$ cat src/rtl/mac_nib_cam_pkg.sv
package mac_nib_cam_pkg;
  localparam int KEY_W = 32;
  localparam int NIB_W = 4;
  localparam int REC_W = 64;
  localparam int MAC_W = 48;

  typedef struct packed {
    logic             used;
    logic [KEY_W-1:0] key;
    logic [NIB_W-1:0] nib;
  } slot_t;

  function automatic logic [KEY_W-1:0] rec_key(input logic [REC_W-1:0] r);
    return r[REC_W-1 -: KEY_W];
  endfunction

  function automatic logic [NIB_W-1:0] rec_nib(input logic [REC_W-1:0] r);
    return r[NIB_W-1:0];
  endfunction

  function automatic logic [MAC_W-1:0] splice_mac(input logic [MAC_W-1:0] base,
                                                  input logic [NIB_W-1:0] nib);
    return {base[MAC_W-1:NIB_W], nib};
  endfunction
endpackage

$ cat src/rtl/mac_nib_loader.sv
module mac_nib_loader #(
  parameter int DEPTH = 16,
  localparam int IDX_W = (DEPTH > 1) ? $clog2(DEPTH) : 1
) (
  input  logic             clk,
  input  logic             rst_n,
  input  logic             ld_valid,
  output logic             wr_en,
  output logic [IDX_W-1:0] wr_idx,
  output logic             full
);
  logic [IDX_W-1:0] ptr;
  logic             last_wr;

  assign wr_en   = ld_valid && !full;
  assign wr_idx  = ptr;
  assign last_wr = wr_en && (ptr == IDX_W'(DEPTH-1));

  always_ff @(posedge clk) begin
    if (!rst_n) begin
      ptr  <= '0;
      full <= 1'b0;
    end else if (wr_en) begin
      if (last_wr) full <= 1'b1;
      else         ptr  <= ptr + 1'b1;
    end
  end

  p_full_sticky_r3: assert property (@(posedge clk) disable iff (!rst_n)
    full |=> full);
  p_full_after_last_r3: assert property (@(posedge clk) disable iff (!rst_n)
    last_wr |=> full);
  p_no_write_when_full_r10: assert property (@(posedge clk) disable iff (!rst_n)
    full |-> !wr_en);
endmodule

$ cat src/rtl/mac_nib_match.sv
module mac_nib_match
  import mac_nib_cam_pkg::*;
#(
  parameter int DEPTH = 16
) (
  input  slot_t            slots [DEPTH],
  input  logic [KEY_W-1:0] key,
  output logic             hit,
  output logic [NIB_W-1:0] nib
);
  logic [DEPTH-1:0] match_vec;

  for (genvar g = 0; g < DEPTH; g++) begin : g_cmp
    assign match_vec[g] = slots[g].used && (slots[g].key == key);
  end

  always_comb begin
    hit = 1'b0;
    nib = '0;
    for (int i = DEPTH-1; i >= 0; i--) begin
      if (match_vec[i]) begin
        hit = 1'b1;
        nib = slots[i].nib;
      end
    end
  end

  always_comb begin
    a_miss_zero_r7: assert (hit || nib == '0);
    a_hit_has_match_r6: assert (hit == (match_vec != '0));
  end
endmodule

$ cat src/rtl/mac_nib_cam.sv
module mac_nib_cam
  import mac_nib_cam_pkg::*;
#(
  parameter int DEPTH = 16,
  localparam int IDX_W = (DEPTH > 1) ? $clog2(DEPTH) : 1
) (
  input  logic             clk,
  input  logic             rst_n,
  input  logic             ld_valid,
  input  logic [REC_W-1:0] ld_data,
  output logic             ready,
  input  logic [MAC_W-1:0] own_mac,
  input  logic             req_valid,
  input  logic [KEY_W-1:0] req_ip,
  output logic             res_valid,
  output logic             res_hit,
  output logic [NIB_W-1:0] res_nib,
  output logic [MAC_W-1:0] res_mac
);
  slot_t            table_q [DEPTH];
  logic             wr_en;
  logic [IDX_W-1:0] wr_idx;
  logic             full;
  logic             req_take;
  logic             m_hit;
  logic [NIB_W-1:0] m_nib;

  mac_nib_loader #(.DEPTH(DEPTH)) u_loader (
    .clk(clk), .rst_n(rst_n), .ld_valid(ld_valid),
    .wr_en(wr_en), .wr_idx(wr_idx), .full(full)
  );

  for (genvar g = 0; g < DEPTH; g++) begin : g_slot
    always_ff @(posedge clk) begin
      if (!rst_n) begin
        table_q[g] <= '0;
      end else if (wr_en && wr_idx == IDX_W'(g)) begin
        table_q[g].used <= 1'b1;
        table_q[g].key  <= rec_key(ld_data);
        table_q[g].nib  <= rec_nib(ld_data);
      end
    end
  end

  mac_nib_match #(.DEPTH(DEPTH)) u_match (
    .slots(table_q), .key(req_ip), .hit(m_hit), .nib(m_nib)
  );

  assign ready    = full;
  assign req_take = req_valid && full;

  always_ff @(posedge clk) begin
    if (!rst_n) begin
      res_valid <= 1'b0;
      res_hit   <= 1'b0;
      res_nib   <= '0;
    end else begin
      res_valid <= req_take;
      if (req_take) begin
        res_hit <= m_hit;
        res_nib <= m_nib;
      end
    end
  end

  assign res_mac = splice_mac(own_mac, res_nib);

  p_strobe_follows_req_r5: assert property (@(posedge clk) disable iff (!rst_n)
    req_take |=> res_valid);
  p_no_strobe_unready_r4: assert property (@(posedge clk) disable iff (!rst_n)
    (req_valid && !ready) |=> !res_valid);
  p_miss_clear_r7: assert property (@(posedge clk) disable iff (!rst_n)
    (res_valid && !res_hit) |-> res_nib == '0);
  p_mac_upper_r9: assert property (@(posedge clk) disable iff (!rst_n)
    res_mac[MAC_W-1:NIB_W] == own_mac[MAC_W-1:NIB_W]);
endmodule

$ cat config.mk
export PLATFORM = sky130hd
export DESIGN_NAME = mac_nib_cam
export DESIGN_NICKNAME = d
export VERILOG_FILES = /design/src/rtl/mac_nib_cam_pkg.sv /design/src/rtl/mac_nib_loader.sv /design/src/rtl/mac_nib_match.sv /design/src/rtl/mac_nib_cam.sv
export SDC_FILE = /design/constraint.sdc
export NUM_CORES = 2
export LEC_CHECK = 0
export CAP_MARGIN = 15
export CELL_PAD_IN_SITES_DETAIL_PLACEMENT = 1
export CELL_PAD_IN_SITES_GLOBAL_PLACEMENT = 2
export CORE_MARGIN = 4
export CORE_UTILIZATION = 35
export CTS_BUF_LIST = sky130_fd_sc_hd__clkbuf_4
export CTS_CLUSTER_SIZE = 30
export DETAILED_ROUTE_END_ITERATION = 16
export HOLD_SLACK_MARGIN = 0.1
export PLACE_DENSITY = 0.89
export SLEW_MARGIN = 20
export SYNTH_ARGS = -nofsm -noshare
export SYNTH_HDL_FRONTEND = slang
export SYNTH_SLANG_ARGS = --single-unit
$ cat constraint.sdc
create_clock -name clk -period 5.42 [get_ports clk]
set_input_delay 1.084 -clock clk [delete_from_list [all_inputs] [get_ports clk]]
set_output_delay 1.084 -clock clk [all_outputs]
set_load 0.005 [all_outputs]
After elaboration in Yosys (flattened, before gate mapping). Cells that the tools add are included.

Flip-flop bits (word level): 603. Bits of input ports: 148. Output and inout bits: 55. Logic and storage cells: 156.

Add/subtract/negate cells: 1. Equality and inequality tests: 31. Multiplexer cells: 32. Bitwise operators: 1. Reductions and logical operators: 38.

Operators by type and width (count): 32-bit == test (16); 4-bit 2-to-1 mux (16); 1-bit logical AND (34); 4-bit == test (second input constant) (8); 4-bit by 3-bit == test with 1-bit output (second input constant) (4); 1-bit 2-to-1 mux (16); 4-bit by 2-bit == test with 1-bit output (second input constant) (2); 4-bit by 1-bit adder with 4-bit output (second input constant) (1); 4-bit by 1-bit == test with 1-bit output (second input constant) (1); 4-bit logical NOT (1); 2-bit AND reduction (2); 1-bit logical NOT (1); 1-bit inverter (1).

Logic depth before layout (Yosys ltp).
Depth in word-level cells: 18. Mapped depth: 11. Mapped depth without buffers: 9.

By module. From an unflattened synthesis, not the netlist that was laid out.

Cell total of the unflattened synthesis: 2979. Area total of the unflattened synthesis: 28665.0 um2.

By module, submodules not included: mac_nib_cam (instances 1, cells an instance 2059, area each 21518.1 um2, sequential area each 11971.5 um2); mac_nib_match (instances 1, cells an instance 896, area each 6915.4 um2, sequential area each 0.0 um2); mac_nib_loader (instances 1, cells an instance 24, area each 231.5 um2, sequential area each 100.1 um2).

Worst setup path after synthesis. OpenSTA, ideal clock, no wires.

Path type: input-to-reg. From: in req_ip[22]. To: reg res_nib[0]. Library setup time: 0.123 ns. Data arrival time: 3.464 ns. Data required time: 5.297 ns. Path slack: 1.834 ns. Stages: 10. Path buffers: 1. Cells stage by stage: clkbuf_1 > xor2_1 > or4_4 > nor4_4 > nand3_2 > mux2_4 > a311oi_1 > o311ai_1 > a2111oi_2 > o21ai_1.

Cells in the longest elaborated chain, start to end: 18. Elaborated cells between the ends (all ways): 48. Those cells by class: eq/ne (16); mux (16); reduce/logical (16).

Ends and longest elaborated chain: start, declared (line mac_nib_cam.sv:14) `input logic [KEY_W-1:0] req_ip,`; 32-bit == test (line mac_nib_match.sv:14) `assign match_vec[g] = slots[g].used && (slots[g].key == key);`; 1-bit logical AND (line mac_nib_match.sv:14); 4-bit 2-to-1 mux (15 in a row) (line mac_nib_match.sv:21) `if (match_vec[i]) begin`; 4-bit 2-to-1 mux * (line mac_nib_match.sv:21); end signal, assigned (line mac_nib_cam.sv:61) `res_nib <= m_nib;`; end, declared (line mac_nib_cam.sv:17) `output logic [NIB_W-1:0] res_nib,`.

Mark *: on every way between the ends. The rest lies on a longest branch, timed or not. A chain may end at the register's enable or synchronous reset.

Final worst setup path.
From: in req_ip[6]. To: reg res_nib[0].

The elaborated chain is that of the path after synthesis.

==> metrics <==
crit end category=flop; Post-synth EDFFs=0; YS warnings=0; Crit path depth=12; Setup Skew=55.9 ps; setup repair bufs after CTS=0; placed cells=4862; final hold viol count=0; port bufs=82; wire length per cell=25.2 µm; clk buf depth=3; detailed router's first-iteration violation count=2560; Tot GR Track Use=27.1%; Max Cap Viol=0; Worst R2R End=res_nib[0]; register bit total from synthesis=602; die width=304 µm; crit-path leading delay family=compound AO/OA/AOI/OAI gates; mapped cell area=30700 µm²; CP startpoint kind=input pin; Syn Nets=4007; FF+latch area=12100 µm²; ANT nets after route=0; maximum vdd drop=0.187 mV; H-tree depth=4; worst-path cell chain=buf_2, buf_4, xnor2_1, nand4_1, nor4_1, and3_1, o2111ai_1, a311oi_1, o311ai_1, buf_4, a2111oi_2, o21ai_1; initial antenna violation count=6; Detailed Route WL=130 mm; routability cong.=0.907; ys flop type=dfxtp_1; Vias=28300; Critical Path Most Common Cell=buf_4; status=finished, final reports clean; Reg2Reg Launch Point=table_q[119]; multi-input combinational cell area=17000 µm²; layout filler cell count=10600; cts hold-fix bufs=0; final cell count without fillers=5155; Vert. Die Dim=304 µm; Peak Freq=272 MHz; worst-margin pin slew=1020 ps; vias per cell=5.50; XOR/XNOR Fraction of Synth Area=14.6%; Gate Count Post-Synth=3855; simple-gate share of the synthesized area=24.0%; Net count, final=4030; Hold Path Class=flop to flop; CP Data Required Time=6300 ps; TritonRoute pass-1 iters=7; Num CTS Buffers=169; largest family of logic cells by synthesized area=simple AND/OR/NAND/NOR gates; count of final max-slew check failures=0; Tot Pwr=9.93 mW; post-cts sizing count=0; io pins=203; RSZ-0062 raised after global routing=no; Row Count=108; multiplexer share of the synthesized area=0.245%; vias in the first global route=28300; CP max stage cell=a311oi_1; die area=92500 µm²; period utilisation layout=67.8%; Clock transition at path regs=60 ps; CP Capture Point=res_nib[0]; min Tclk post-route=3670 ps; layout cells sized above 1=11.9%; reg2reg setup slack=2040 ps; Sum Neg Setup Slack=0 ps; Syn Area/Cell=7.96 µm²; class of the most critical setup path=input pin to flop; final setup vio count=0; leakage=11.8 nW; Reg2Reg Depth=10; Detailed Place HPWL=82.4 mm; Adder-Cell Fraction of Synth Area=0.163%; CTS tree=built; crit-path max cell delay=520 ps; DRC=0; Core ar.=86900 µm²; Seq/Total Area, Yosys=39.3%; number of clock sinks=602; Distinct cells, synth=65; Root Buffer=clkbuf_4; Buf/Inv on CP=3; synth-to-layout area growth=12.1%; Critical Path AT=4550 ps; headroom to the max-slew limit=31.9%; first-pass GRT wire length=188 mm; Synth Area in Compound Gates=16.1%; CP startpoint=req_ip[6]; pwr dens=289 nW/µm²; Clock Latency Late Sink=1050 ps; initial core utilization=35.3%; grt ovf=0; Synth async-reset ratio=0%; CP Max Fanout=10; largest net degree at the start of global routing=162
[how the worst min path moves through the flow]
stage	start	to	slack, ps	depth (start not counted)
after floorplan	table_q[409]	table_q[409]	440	2
after global placement	table_q[77]	table_q[77]	450	2
after detailed placement	table_q[77]	table_q[77]	460	2
after CTS	table_q[77]	table_q[77]	460	2
after global routing	table_q[482]	table_q[482]	490	2
final	table_q[222]	table_q[222]	460	2
[sequential cells by signal, indices dropped and copies added (netlist names)]
signal	count
res_hit	1
u_loader.wr_idx	4
table_q	592
res_valid	1
res_nib	4
[placed cells by master (no fill, tap or decap), types with 35 or more instances in the layout]
cell	count
a21boi_0	577
xnor2_1	225
dfxtp_1	602
nand3_1	42
nand4_1	100
nand2_1	1222
buf_4	130
clkdlybuf4s50_1	46
buf_2	35
clkbuf_4	252
nor3_1	38
nor4_1	116
xor2_1	285
[per-layer routing]
layer / track usage (%) / up-vias / routed length, µm
met1: 36.2 / 14200 / 56300
met4: 11.8 / 2 / 5550
met5: 0 / - / 10
met2: 43.2 / 1045 / 58000
li1: - / 12800 / -
met3: 4.91 / 297 / 10000
[cell type report]
class	instances	share of cell area, %
Multi-Input combinational cell	2860	49.3
Sequential cell	602	35.0
Clock buffer	252	5.50
Timing Repair Buffer	215	4.90
Tap cell	1155	4.20
Clock inverter	36	0.760
Inverter	30	0.327
Antenna cell	5	0.0364
[per-stage QoR]
stage	setup slack, ps	hold slack [ps]	util [%]	area, µm²
2_1_floorplan	1830	438	-	30700
3_3_place_gp	794	446	37.1	32300
3_5_place_dp	818	456	37.1	32200
4_1_cts	1830	465	39.6	34400
5_1_grt	1620	487	39.6	34400
6_report	1750	465	39.6	34400
[power by group]
part | internal, mW | switching, mW | total [mW]
Clock | 2.30 | 2.07 | 4.36
Sequential | 4.47 | 0.0338 | 4.51
Combinational | 0.311 | 0.751 | 1.06
[worst register-to-register path: cells and delay by family, from the launching register on]
| family | cells | cell delay, ps |
|---|---|---|
| compound gates | 4 | 1090 |
| xor+xnor | 1 | 170 |
| buf+inv | 1 | 180 |
| flops | 1 | 330 |
| mux | 1 | 350 |
| simple gates | 3 | 1100 |
[synthesized netlist by cell type (all sizes together) (3+ instances only)]
library cell / n / area, µm²
or4b: 3 / 30.0
a21boi: 577 / 4330
mux2i: 6 / 60.1
clkbuf: 253 / 950
o21a: 18 / 135
xor2: 286 / 2510
nand2: 1223 / 4590
ha: 4 / 50.1
inv: 30 / 113
a21oi: 11 / 55.1
o211ai: 3 / 22.5
nand4: 100 / 626
o21ai: 20 / 100
and2: 3 / 18.8
nor2b: 8 / 50.1
nor2: 49 / 184
or2: 8 / 50.1
or4: 14 / 109
o2111ai: 6 / 52.6
nor3b: 3 / 22.5
o22ai: 3 / 18.8
nand3b: 3 / 22.5
nand2b: 16 / 100
buf: 110 / 672
xnor2: 225 / 1970
nand3: 43 / 220
nor3: 39 / 195
or3b: 5 / 43.8
nand4b: 11 / 96.3
nor4b: 10 / 87.6
nor4: 118 / 768
or3: 5 / 31.3
dfxtp: 602 / 12100
o31ai: 3 / 22.5
and3: 8 / 50.1
[cell families (layout without fill, tap and decap cells)]
| logic type | after synthesis | count (layout) |
|---|---|---|
| adder cells (fa/ha/maj) | 4 | 4 |
| AO/OA/AOI/OAI | 663 | 663 |
| other | 0 | 5 |
| AND/OR/NAND/NOR | 1675 | 1675 |
| flip-flops | 602 | 602 |
| buffers and inverters | 393 | 533 |
| multiplexers | 7 | 7 |
| XOR/XNOR | 511 | 511 |
No activity file was read; power rests on OpenSTA's default activity.
